<file path="src/rtl/sts_pkg.sv">
package sts_pkg;
  localparam logic [1:0] A_TX   = 2'd0;
  localparam logic [1:0] A_RX   = 2'd1;
  localparam logic [1:0] A_CSR  = 2'd2;
  localparam logic [1:0] A_MODE = 2'd3;

  localparam int CSR_EN   = 0;
  localparam int CSR_LSB  = 1;
  localparam int CSR_CPOL = 2;
  localparam int CSR_CPHA = 3;
  localparam int MODE_IRQ = 1;
endpackage

</file>
<file path="src/rtl/sts_sync.sv">
module sts_sync #(
  parameter int N      = 3,
  parameter int STAGES = 2
) (
  input  logic         clk,
  input  logic         rst_n,
  input  logic [N-1:0] d,
  output logic [N-1:0] q
);
  logic [STAGES-1:0][N-1:0] pipe;

  always_ff @(posedge clk or negedge rst_n) begin
    if (!rst_n) begin
      pipe <= '1;
    end else begin
      pipe[0] <= d;
      for (int s = 1; s < STAGES; s++) pipe[s] <= pipe[s-1];
    end
  end

  assign q = pipe[STAGES-1];
endmodule

</file>
<file path="src/rtl/sts_shifter.sv">
module sts_shifter #(
  parameter int W = 8
) (
  input  logic         clk,
  input  logic         rst_n,
  input  logic         sclk_s,
  input  logic         ssn_s,
  input  logic         mosi_s,
  input  logic         en,
  input  logic         lsb,
  input  logic         cpol,
  input  logic         cpha,
  input  logic [W-1:0] tx_data,
  output logic         miso,
  output logic         active,
  output logic         load_ev,
  output logic         done_ev,
  output logic [W-1:0] done_data,
  output logic [$clog2(W+1)-1:0] bit_cnt
);
  localparam int CW = $clog2(W+1);
  localparam logic [CW-1:0] CNT_FULL = CW'(W);
  localparam logic [CW-1:0] CNT_LAST = CW'(W - 1);

  function automatic logic [W-1:0] shift_in(input logic [W-1:0] r, input logic b,
                                             input logic lsbf);
    return lsbf ? {b, r[W-1:1]} : {r[W-2:0], b};
  endfunction

  function automatic logic out_bit(input logic [W-1:0] r, input logic lsbf);
    return lsbf ? r[0] : r[W-1];
  endfunction

  logic [W-1:0] shreg;
  logic         stage;
  logic         pend;
  logic         sclk_q, act_q;
  logic         rise, fall, lead, trail;
  logic         sample_ev, shift_ev, act_rise;
  logic [W-1:0] shifted;

  assign active    = en & ~ssn_s;
  assign rise      = sclk_s & ~sclk_q;
  assign fall      = ~sclk_s & sclk_q;
  assign lead      = cpol ? fall : rise;
  assign trail     = cpol ? rise : fall;
  assign sample_ev = active & (cpha ? trail : lead);
  assign shift_ev  = active & (cpha ? lead : trail);
  assign act_rise  = active & ~act_q;
  assign shifted   = shift_in(shreg, stage, lsb);
  assign done_data = shifted;

  assign load_ev = active & ((~cpha & act_rise) |
                   (shift_ev & ~act_rise & ~pend & (cpha ? (bit_cnt == '0) : (bit_cnt == CNT_FULL))));
  assign done_ev = active & (cpha ? pend : (shift_ev & ~act_rise & (bit_cnt == CNT_FULL)));

  assign miso = active ? out_bit(shreg, lsb) : 1'b1;

  always_ff @(posedge clk or negedge rst_n) begin
    if (!rst_n) begin
      shreg   <= '1;
      stage   <= 1'b0;
      pend    <= 1'b0;
      bit_cnt <= '0;
      sclk_q  <= 1'b1;
      act_q   <= 1'b0;
    end else begin
      sclk_q <= sclk_s;
      act_q  <= active;
      if (!active) begin
        bit_cnt <= '0;
        pend    <= 1'b0;
        stage   <= 1'b0;
      end else if (act_rise && !cpha) begin
        shreg   <= tx_data;
        bit_cnt <= '0;
      end else if (pend) begin
        shreg   <= shifted;
        bit_cnt <= '0;
        pend    <= 1'b0;
      end else if (sample_ev && bit_cnt != CNT_FULL) begin
        stage   <= mosi_s;
        bit_cnt <= bit_cnt + 1'b1;
        if (cpha && bit_cnt == CNT_LAST) pend <= 1'b1;
      end else if (shift_ev) begin
        if (cpha) begin
          shreg <= (bit_cnt == '0) ? tx_data : shifted;
        end else if (bit_cnt == CNT_FULL) begin
          shreg   <= tx_data;
          bit_cnt <= '0;
        end else if (bit_cnt != '0) begin
          shreg <= shifted;
        end
      end
    end
  end
endmodule

</file>
<file path="src/rtl/sts_regs.sv">
module sts_regs
  import sts_pkg::*;
#(
  parameter int W = 8
) (
  input  logic         clk,
  input  logic         rst_n,
  input  logic [1:0]   cpu_addr,
  input  logic         cpu_wr,
  input  logic         cpu_rd,
  input  logic [W-1:0] cpu_wdata,
  output logic [W-1:0] cpu_rdata,
  input  logic         load_ev,
  input  logic         done_ev,
  input  logic [W-1:0] done_data,
  output logic [W-1:0] tx_data,
  output logic         en,
  output logic         lsb,
  output logic         cpol,
  output logic         cpha,
  output logic         irq_sel,
  output logic         tx_empty,
  output logic         rx_full,
  output logic         done_flag,
  output logic         overrun,
  output logic         irq
);
  logic [3:0]   ctrl;
  logic [W-1:0] rx_data;
  logic [7:0]   csr;
  logic         wr_tx, wr_csr, wr_mode, rd_rx, rd_csr;

  assign wr_tx   = cpu_wr & (cpu_addr == A_TX);
  assign wr_csr  = cpu_wr & (cpu_addr == A_CSR);
  assign wr_mode = cpu_wr & (cpu_addr == A_MODE);
  assign rd_rx   = cpu_rd & (cpu_addr == A_RX);
  assign rd_csr  = cpu_rd & (cpu_addr == A_CSR);

  assign en   = ctrl[CSR_EN];
  assign lsb  = ctrl[CSR_LSB];
  assign cpol = ctrl[CSR_CPOL];
  assign cpha = ctrl[CSR_CPHA];
  assign csr  = {overrun, done_flag, rx_full, tx_empty, ctrl};
  assign irq  = en & (irq_sel ? done_flag : tx_empty);

  always_ff @(posedge clk or negedge rst_n) begin
    if (!rst_n) begin
      ctrl      <= '0;
      irq_sel   <= 1'b0;
      tx_data   <= '0;
      rx_data   <= '0;
      tx_empty  <= 1'b1;
      rx_full   <= 1'b0;
      done_flag <= 1'b0;
      overrun   <= 1'b0;
    end else begin
      if (wr_csr)  ctrl    <= cpu_wdata[3:0];
      if (wr_mode) irq_sel <= cpu_wdata[MODE_IRQ];
      if (wr_tx)   tx_data <= cpu_wdata;
      if (load_ev) tx_empty <= 1'b1;
      if (wr_tx)   tx_empty <= 1'b0;
      if (rd_rx)   rx_full <= 1'b0;
      if (rd_csr) begin
        done_flag <= 1'b0;
        overrun   <= 1'b0;
      end
      if (done_ev) begin
        rx_data   <= done_data;
        rx_full   <= 1'b1;
        done_flag <= 1'b1;
        if (rx_full && !rd_rx) overrun <= 1'b1;
      end
    end
  end

  always_comb begin
    case (cpu_addr)
      A_RX:    cpu_rdata = rx_data;
      A_CSR:   cpu_rdata = W'(csr);
      A_MODE:  cpu_rdata = W'({6'b0, irq_sel, 1'b0});
      default: cpu_rdata = '0;
    endcase
  end
endmodule

</file>
<file path="src/rtl/spi_target_shifter.sv">
module spi_target_shifter #(
  parameter int W           = 8,
  parameter int SYNC_STAGES = 2
) (
  input  logic         clk,
  input  logic         rst_n,
  input  logic         sclk,
  input  logic         ss_n,
  input  logic         mosi,
  output logic         miso,
  input  logic [1:0]   cpu_addr,
  input  logic         cpu_wr,
  input  logic         cpu_rd,
  input  logic [W-1:0] cpu_wdata,
  output logic [W-1:0] cpu_rdata,
  output logic         irq
);
  localparam int CW = $clog2(W + 1);

  logic         sclk_s, ssn_s, mosi_s;
  logic         en, lsb, cpol, cpha, irq_sel;
  logic         active, load_ev, done_ev;
  logic [W-1:0] tx_data, done_data;
  logic [CW-1:0] bit_cnt;
  logic         tx_empty, rx_full, done_flag, overrun;

  sts_sync #(.N(3), .STAGES(SYNC_STAGES)) u_sync (
    .clk(clk), .rst_n(rst_n),
    .d({sclk, ss_n, mosi}),
    .q({sclk_s, ssn_s, mosi_s})
  );

  sts_shifter #(.W(W)) u_shift (
    .clk(clk), .rst_n(rst_n),
    .sclk_s(sclk_s), .ssn_s(ssn_s), .mosi_s(mosi_s),
    .en(en), .lsb(lsb), .cpol(cpol), .cpha(cpha),
    .tx_data(tx_data), .miso(miso), .active(active),
    .load_ev(load_ev), .done_ev(done_ev), .done_data(done_data),
    .bit_cnt(bit_cnt)
  );

  sts_regs #(.W(W)) u_regs (
    .clk(clk), .rst_n(rst_n),
    .cpu_addr(cpu_addr), .cpu_wr(cpu_wr), .cpu_rd(cpu_rd),
    .cpu_wdata(cpu_wdata), .cpu_rdata(cpu_rdata),
    .load_ev(load_ev), .done_ev(done_ev), .done_data(done_data),
    .tx_data(tx_data), .en(en), .lsb(lsb), .cpol(cpol), .cpha(cpha),
    .irq_sel(irq_sel), .tx_empty(tx_empty), .rx_full(rx_full),
    .done_flag(done_flag), .overrun(overrun), .irq(irq)
  );
endmodule

</file>
<file path="config.mk">
export PLATFORM = sky130hd
export DESIGN_NAME = spi_target_shifter
export DESIGN_NICKNAME = d
export VERILOG_FILES = /design/src/rtl/sts_pkg.sv /design/src/rtl/sts_sync.sv /design/src/rtl/sts_shifter.sv /design/src/rtl/sts_regs.sv /design/src/rtl/spi_target_shifter.sv
export SDC_FILE = /design/constraint.sdc
export NUM_CORES = 1
export LEC_CHECK = 0
export ABC_AREA = 1
export ABC_CLOCK_PERIOD_IN_PS = 2500
export BUFFER_PORTS_ARGS = -buffer_cell sky130_fd_sc_hd__buf_4
export CAP_MARGIN = 5
export CORE_MARGIN = 1.5
export CORE_UTILIZATION = 58
export DETAILED_ROUTE_END_ITERATION = 16
export PLACE_DENSITY_LB_ADDON = 0.3
export SLEW_MARGIN = 20
export SYNTH_ARGS = -nofsm -noshare
export SYNTH_HDL_FRONTEND = slang
export SYNTH_HIERARCHICAL = 1
export SYNTH_SLANG_ARGS = --single-unit
</file>
<file path="constraint.sdc">
create_clock -name clk -period 2.5 [get_ports clk]
set_input_delay 0.125 -clock clk [delete_from_list [all_inputs] [get_ports clk]]
set_output_delay 0.125 -clock clk [all_outputs]
set_load 0.03 [all_outputs]
</file>
; Word-level counts from Yosys, hierarchy flattened
; Cells that the tools add are included.
[totals]
out_inout_bits = 10
latchBits = 0
wordCells = 118
regBits = 47
input_bits = 17
mem_bits_rw = 0
mem_count = 0
rom_bits = 0
[classes]
n_mul = 0
reduce_logical = 17
add_sub_neg = 1
muxes = 44
n_shift = 0
n_div = 0
bitwise_logic = 27
n_lt_le_gt_ge = 0
n_eq_ne = 13
[ops]
columns = op, n
row1 = $mux 8, 9
row2 = $mux 4, 7
row3 = $mux 1, 27
row4 = $pmux 8 s3, 1
row5 = $and 1x1->1, 19
row6 = $ne 5x5->1 const B, 3
row7 = $not 1->1, 7
row8 = $ne 2x2->1 const B, 3
row9 = $reduce_and 3->1, 2
row10 = $reduce_bool 2->1, 3
row11 = $reduce_bool 5->1, 1
row12 = $add 4x1->4 const B, 1
row13 = $eq 2x2->1 const B, 2
row14 = $eq 4x3->1 const B, 1
row15 = $eq 4x4->1 const B, 1
row16 = $logic_and 1x1->1, 4
row17 = $logic_not 4->1, 1
row18 = $ne 4x4->1 const B, 1
row19 = $reduce_and 4->1, 1
row20 = $reduce_bool 4->1, 1
row21 = $ne 3x1->1 const B, 1
row22 = $reduce_bool 3->1, 1
row23 = $eq 2x1->1 const B, 1
row24 = $logic_not 1->1, 2
row25 = 2 further kinds, 2

; Longest topological paths before layout
[logic_depth]
ltp_word = 12
depth_mapped = 12
ltp_nobuf = 11

; Modules after synthesis
; The synthesis kept the hierarchy.
[modules_own_cells]
columns = mod, cells_per_inst, n_inst, area_each_um2
row1 = sts_shifter, 176, 1, 1168.6
row2 = sts_regs, 132, 1, 1117.3
row3 = sts_sync, 9, 1, 180.2

; Worst setup path before layout
; Ideal clock, no wire load.
[synth_path]
path_kind = register to register
from = register u_sync.pipe, in the netlist u_sync/q[2]
to = register u_regs.rx_data[7]
required_time_ns = 2.372
slack_ns = 0.712
t_arrival_ns = 1.660
stages_incl_launch_ff = 10
setup_ns = 0.128
synth_period_minus_slack_ns = 1.788
path_buffers = 2
path_cell_list = dfstp_2 -> buf_4 -> nand3_1 -> nand3_1 -> nand3_1 -> nor2_1 -> nand2_1 -> a21oi_1 -> buf_2 -> o21ai_0
[synth_between]
elab_chain_len = 9
[synth_rtl]
columns = element, line
row1 = from (decl), sts_sync.sv:10  ; logic [STAGES-1:0][N-1:0] pipe;
row2 = $not 1->1, sts_shifter.sv:44  ; assign fall = ~sclk_s & sclk_q;
row3 = $and 1x1->1, sts_shifter.sv:44
row4 = $mux 1 (on tied branches), "sts_shifter.sv:46, sts_shifter.sv:45"
row5 = $mux 1 *, sts_shifter.sv:48  ; assign shift_ev = active & (cpha ? lead : trail);
row6 = $and 1x1->1 *, sts_shifter.sv:48
row7 = $and 1x1->1 * (2 in a row), sts_shifter.sv:55  ; assign done_ev = active & (cpha ? pend : (shift_ev & ~act_rise & (bit_cnt == CNT_FULL)));
row8 = $mux 1 *, sts_shifter.sv:55
row9 = $and 1x1->1 *, sts_shifter.sv:55
row10 = via done_ev, spi_target_shifter.sv:22  ; logic active, load_ev, done_ev;
row11 = to (signal assigned), sts_regs.sv:68  ; rx_data <= done_data;
row12 = to (decl), sts_regs.sv:29  ; logic [W-1:0] rx_data;
; The timed path passes the listed nets; every way through them passes the cells marked *.
; A chain may end at the register's enable or synchronous reset.

; Final worst setup path
[layout_path]
from = register u_shift.bit_cnt[0]
to = register u_regs.rx_data[1]
[layout_between]
elab_chain_len = 4
[layout_rtl]
columns = element, line
row1 = from (decl), sts_shifter.sv:19  ; output logic [$clog2(W+1)-1:0] bit_cnt
row2 = from (signal assigned), sts_shifter.sv:83  ; bit_cnt <= bit_cnt + 1'b1;
row3 = $eq 4x4->1, sts_shifter.sv:55
row4 = $and 1x1->1, sts_shifter.sv:55
row5 = $mux 1, sts_shifter.sv:55
row6 = $and 1x1->1, sts_shifter.sv:55
row7 = via done_ev, spi_target_shifter.sv:22
; The timed path passes the listed nets, and every way through them passes these cells.

==> results by group <==
Route
  – Detail Route Antenna Nets: 0
  – Vias: 2113
  – Drt total wl: 5230 um
  – DR WL/cell: 13.2 um
  – DRT Pass-1 Iters: 4
  – Iteration-0 DRC Markers: 85
  – Vias per cell: 5.35
  – DRC: 0

STA
  – Final Hold Vio Count: 0
  – Final worst path period share: ~72%
  – Hold WS: around 0.054 ns
  – Setup ws final: 0.709 ns
  – Max Slew Vio Count: 0
  – Fin crit period: about 1.8 ns
  – RSZ-0062 raised after global routing: false
  – Setup tns final: 0 ns
  – Slew Limit Headroom: 62.2%
  – Fmax: ~560 MHz
  – Clock skew: approximately 0.0074 ns
  – Count of final setup violators: 0
  – Worst slew pin tran: ~0.57 ns

Synth
  – Syn avg cell area: ~7.8 sq um
  – Simple-gate share of the synthesized area: between 30 and 40%
  – Synth Area in Adders: between 1 and 1.5%
  – Warnings from Yosys: 6
  – Synth cell types: 28
  – Synth Area in XOR/XNOR: 0.355%
  – Post-synth EDFFs: 0
  – Cells after Synth: 317
  – Syn Nets: roughly 340
  – Mux cell area share after synthesis: 0%
  – Post-synthesis register bit count: 47
  – Sequential fraction of the synthesis area: between 40% and 50%
  – Main combinational cell family by area after synthesis: simple AND/OR/NAND/NOR gates
  – Compound-Gate Fraction of Synth Area: 7.76%
  – Ys flop type: dfrtp_1
  – Asr flop ratio synth: 100%
  – Mapped cell area: around 2500 sq um

Floorplanning
  – Initial core utilization: between 60% and 70%
  – Die width: between 60 and 70 um
  – Rows: 23
  – Die Height: ~70 um
  – Core area: 4060 sq um
  – DIE AREA: approximately 4700 sq um
  – I/O pins: 27

Pwr
  – PD cells: approximately 750 nW/um^2
  – Peak supply drop: around 0.50 mV
  – Pwr Total: about 2.1 mW
  – Pleak: 1.47 nW

Placement
  – Worst slack, placed: 0.765 ns
  – Port bufs: 26
  – RD Place Congestion: 0.896
  – Dpl hpwl: around 3600 um

Setup path
  – Reg2reg start: u_shift/bit_cnt[0]
  – Max incr delay on CP: roughly 0.42 ns
  – WP data arrival: roughly 2.0 ns
  – Worst Path Buf+Inv: 4
  – Critical Path Most Common Cell: nand2_1
  – Crit. End Element: register
  – CP startpoint: u_shift/bit_cnt[0]
  – Critical path's top delay family: buffers and inverters
  – WS Path Type: reg -> reg
  – CP cell instances: inv_1, ha_1, nand2_1, nor2_1, nand2_1, inv_1, nand2_1, a21oi_1, buf_4, inv_1, nand2_1, nand2_1
  – Required time worst endpoint: 2.69 ns
  – Critical path peak fanout: 17
  – Startpoint Class: register
  – CP max stage cell: dfrtp_1

Final layout
  – Fill count: between 300 and 400
  – Final Net Count: around 360
  – P&R area growth vs syn: 14.5%
  – Antenna cells: 0
  – Layout cells sized above 1: a little over a fifth

Status
  – Status: completed

Worst hold path
  – Worst hold start: cpu_wdata[7]
  – Hold/Removal Path Class: in -> reg

Flow run
  – Max cap viols: 0

Global route
  – Initial antenna violation count: 0
  – Vias in the first global route: ~1.9k
  – GRT Overall Usage: 24.1%
  – GRT Residual Overflow: 0
  – Largest net degree at the start of global routing: 48
  – First-pass GRT wire length: 8270 um

Clock network
  – CTS tree: built
  – Clk root buf: clkbuf_8
  – # resized after CTS: 0
  – Worst skew pair latency: roughly 0.30 ns
  – H-tree levels: 2
  – CTS sink cnt: 47
  – Clk buf depth: 2
  – Clk slew on worst S/H paths: around 0.09 ns
  – CTS buffer count: 5
[placed cells by master (no fill, tap or decap), drive strengths merged]
| cell | netlist | layout |
|---|---|---|
| a21oi | 2 | 2 |
| buf | 9 | 27 |
| bufinv | 0 | 2 |
| clkbuf | 2 | 6 |
| dfrtp | 31 | 31 |
| dfstp | 16 | 16 |
| dlygate4sd3 | 0 | 4 |
| ha | 2 | 2 |
| inv | 44 | 44 |
| nand2 | 104 | 104 |
| nand3 | 48 | 48 |
| nand3b | 1 | 1 |
| nand4 | 2 | 2 |
| nor2 | 11 | 11 |
| nor3 | 1 | 1 |
| o21a | 1 | 1 |
| o21ai | 32 | 32 |
| o22ai | 1 | 1 |
| or2 | 9 | 9 |
| xor2 | 1 | 1 |
[worst min-delay path: cells and delay by family]
kind	cells	cell delay [ns]
buffers and inverters	1	0.07
and+or+nand+nor	2	0.12
[final timing paths]
kind / end / slack [ns] / depth (start not counted)
hold / removal: u_regs/tx_data[7] / 0.05 / 3
setup / recovery: u_regs/rx_data[1] / 0.71 / 12
min in group asynchronous: u_shift/bit_cnt[2] / 0.36 / 2
setup reg to reg: u_regs/rx_data[1] / 0.71 / 12
max in group asynchronous: u_shift/shreg[1] / 1.75 / 2
hold reg to reg: u_sync/q[1] / 0.36 / 0
[state kept, by name (all words and copies together) (netlist names), 3 cells and up]
register / flops
u_regs/rx_data: 8
u_regs/tx_data: 8
u_shift/shreg: 8
u_regs/ctrl: 4
u_shift/bit_cnt: 4
u_sync/pipe: 3
u_sync/q: 3
[cell usage after synthesis, types with 3 or more instances]
| cell | n | area, sq um |
|---|---|---|
| nand2_1 | 97 | 364 |
| nand3_1 | 48 | 240 |
| inv_1 | 41 | 154 |
| dfrtp_1 | 31 | 776 |
| o21ai_0 | 24 | 120 |
| dfstp_2 | 16 | 420 |
| nor2_1 | 8 | 30.0 |
| or2_2 | 8 | 50.1 |
| o21ai_1 | 6 | 30.0 |
| nand2_2 | 5 | 31.3 |
| buf_4 | 4 | 30.0 |
| buf_6 | 3 | 33.8 |
| inv_2 | 3 | 11.3 |
[metrics by stage]
step	util (%)	cell area [sq um]	cells
after floorplan	-	2470	317
after global placement	65.3	2650	383
after detailed placement	65.3	2650	383
after CTS	69.6	2820	395
after global routing	69.6	2820	395
final	69.6	2820	395
[metal layers]
layer	track usage, %	routed length (um)	up-vias
met2	40.4	2610	48
li1	-	-	1050
met4	7.25	73	0
met1	31.0	2350	1007
met5	0	0	-
met3	5.76	195	8
[where the power goes]
group          switching (mW)  internal [mW]  leakage [nW]
registers              0.0848          0.908         0.580
logic                   0.294          0.181         0.825
clock network           0.251          0.400        0.0654
total                   0.630           1.49          1.47
[area by class of cell]
class,instances,area [sq um],share of cell area [%]
clock inverters,2,60.1,2.13
clock buffers,6,72.6,2.57
flip-flops and latches,47,1200,42.4
repair buffers,31,243,8.60
well taps,50,62.6,2.22
inverters,44,165,5.85
multi-input cells,215,1020,36.3
[kinds of logic (layout without fill, tap and decap cells)]
logic type | Yosys count | count (layout)
fa+ha+maj | 2 | 2
xor+xnor | 1 | 1
simple gates | 176 | 176
buf+inv | 55 | 83
compound gates | 36 | 36
flops | 47 | 47
[what timing repair did]
item                                   4_1_cts  5_1_grt
hold buffers                                 4        0
endpoints found under the hold margin       34        0
setup buffers                                0        0
Note: power is estimated with default switching activity, not from simulation.
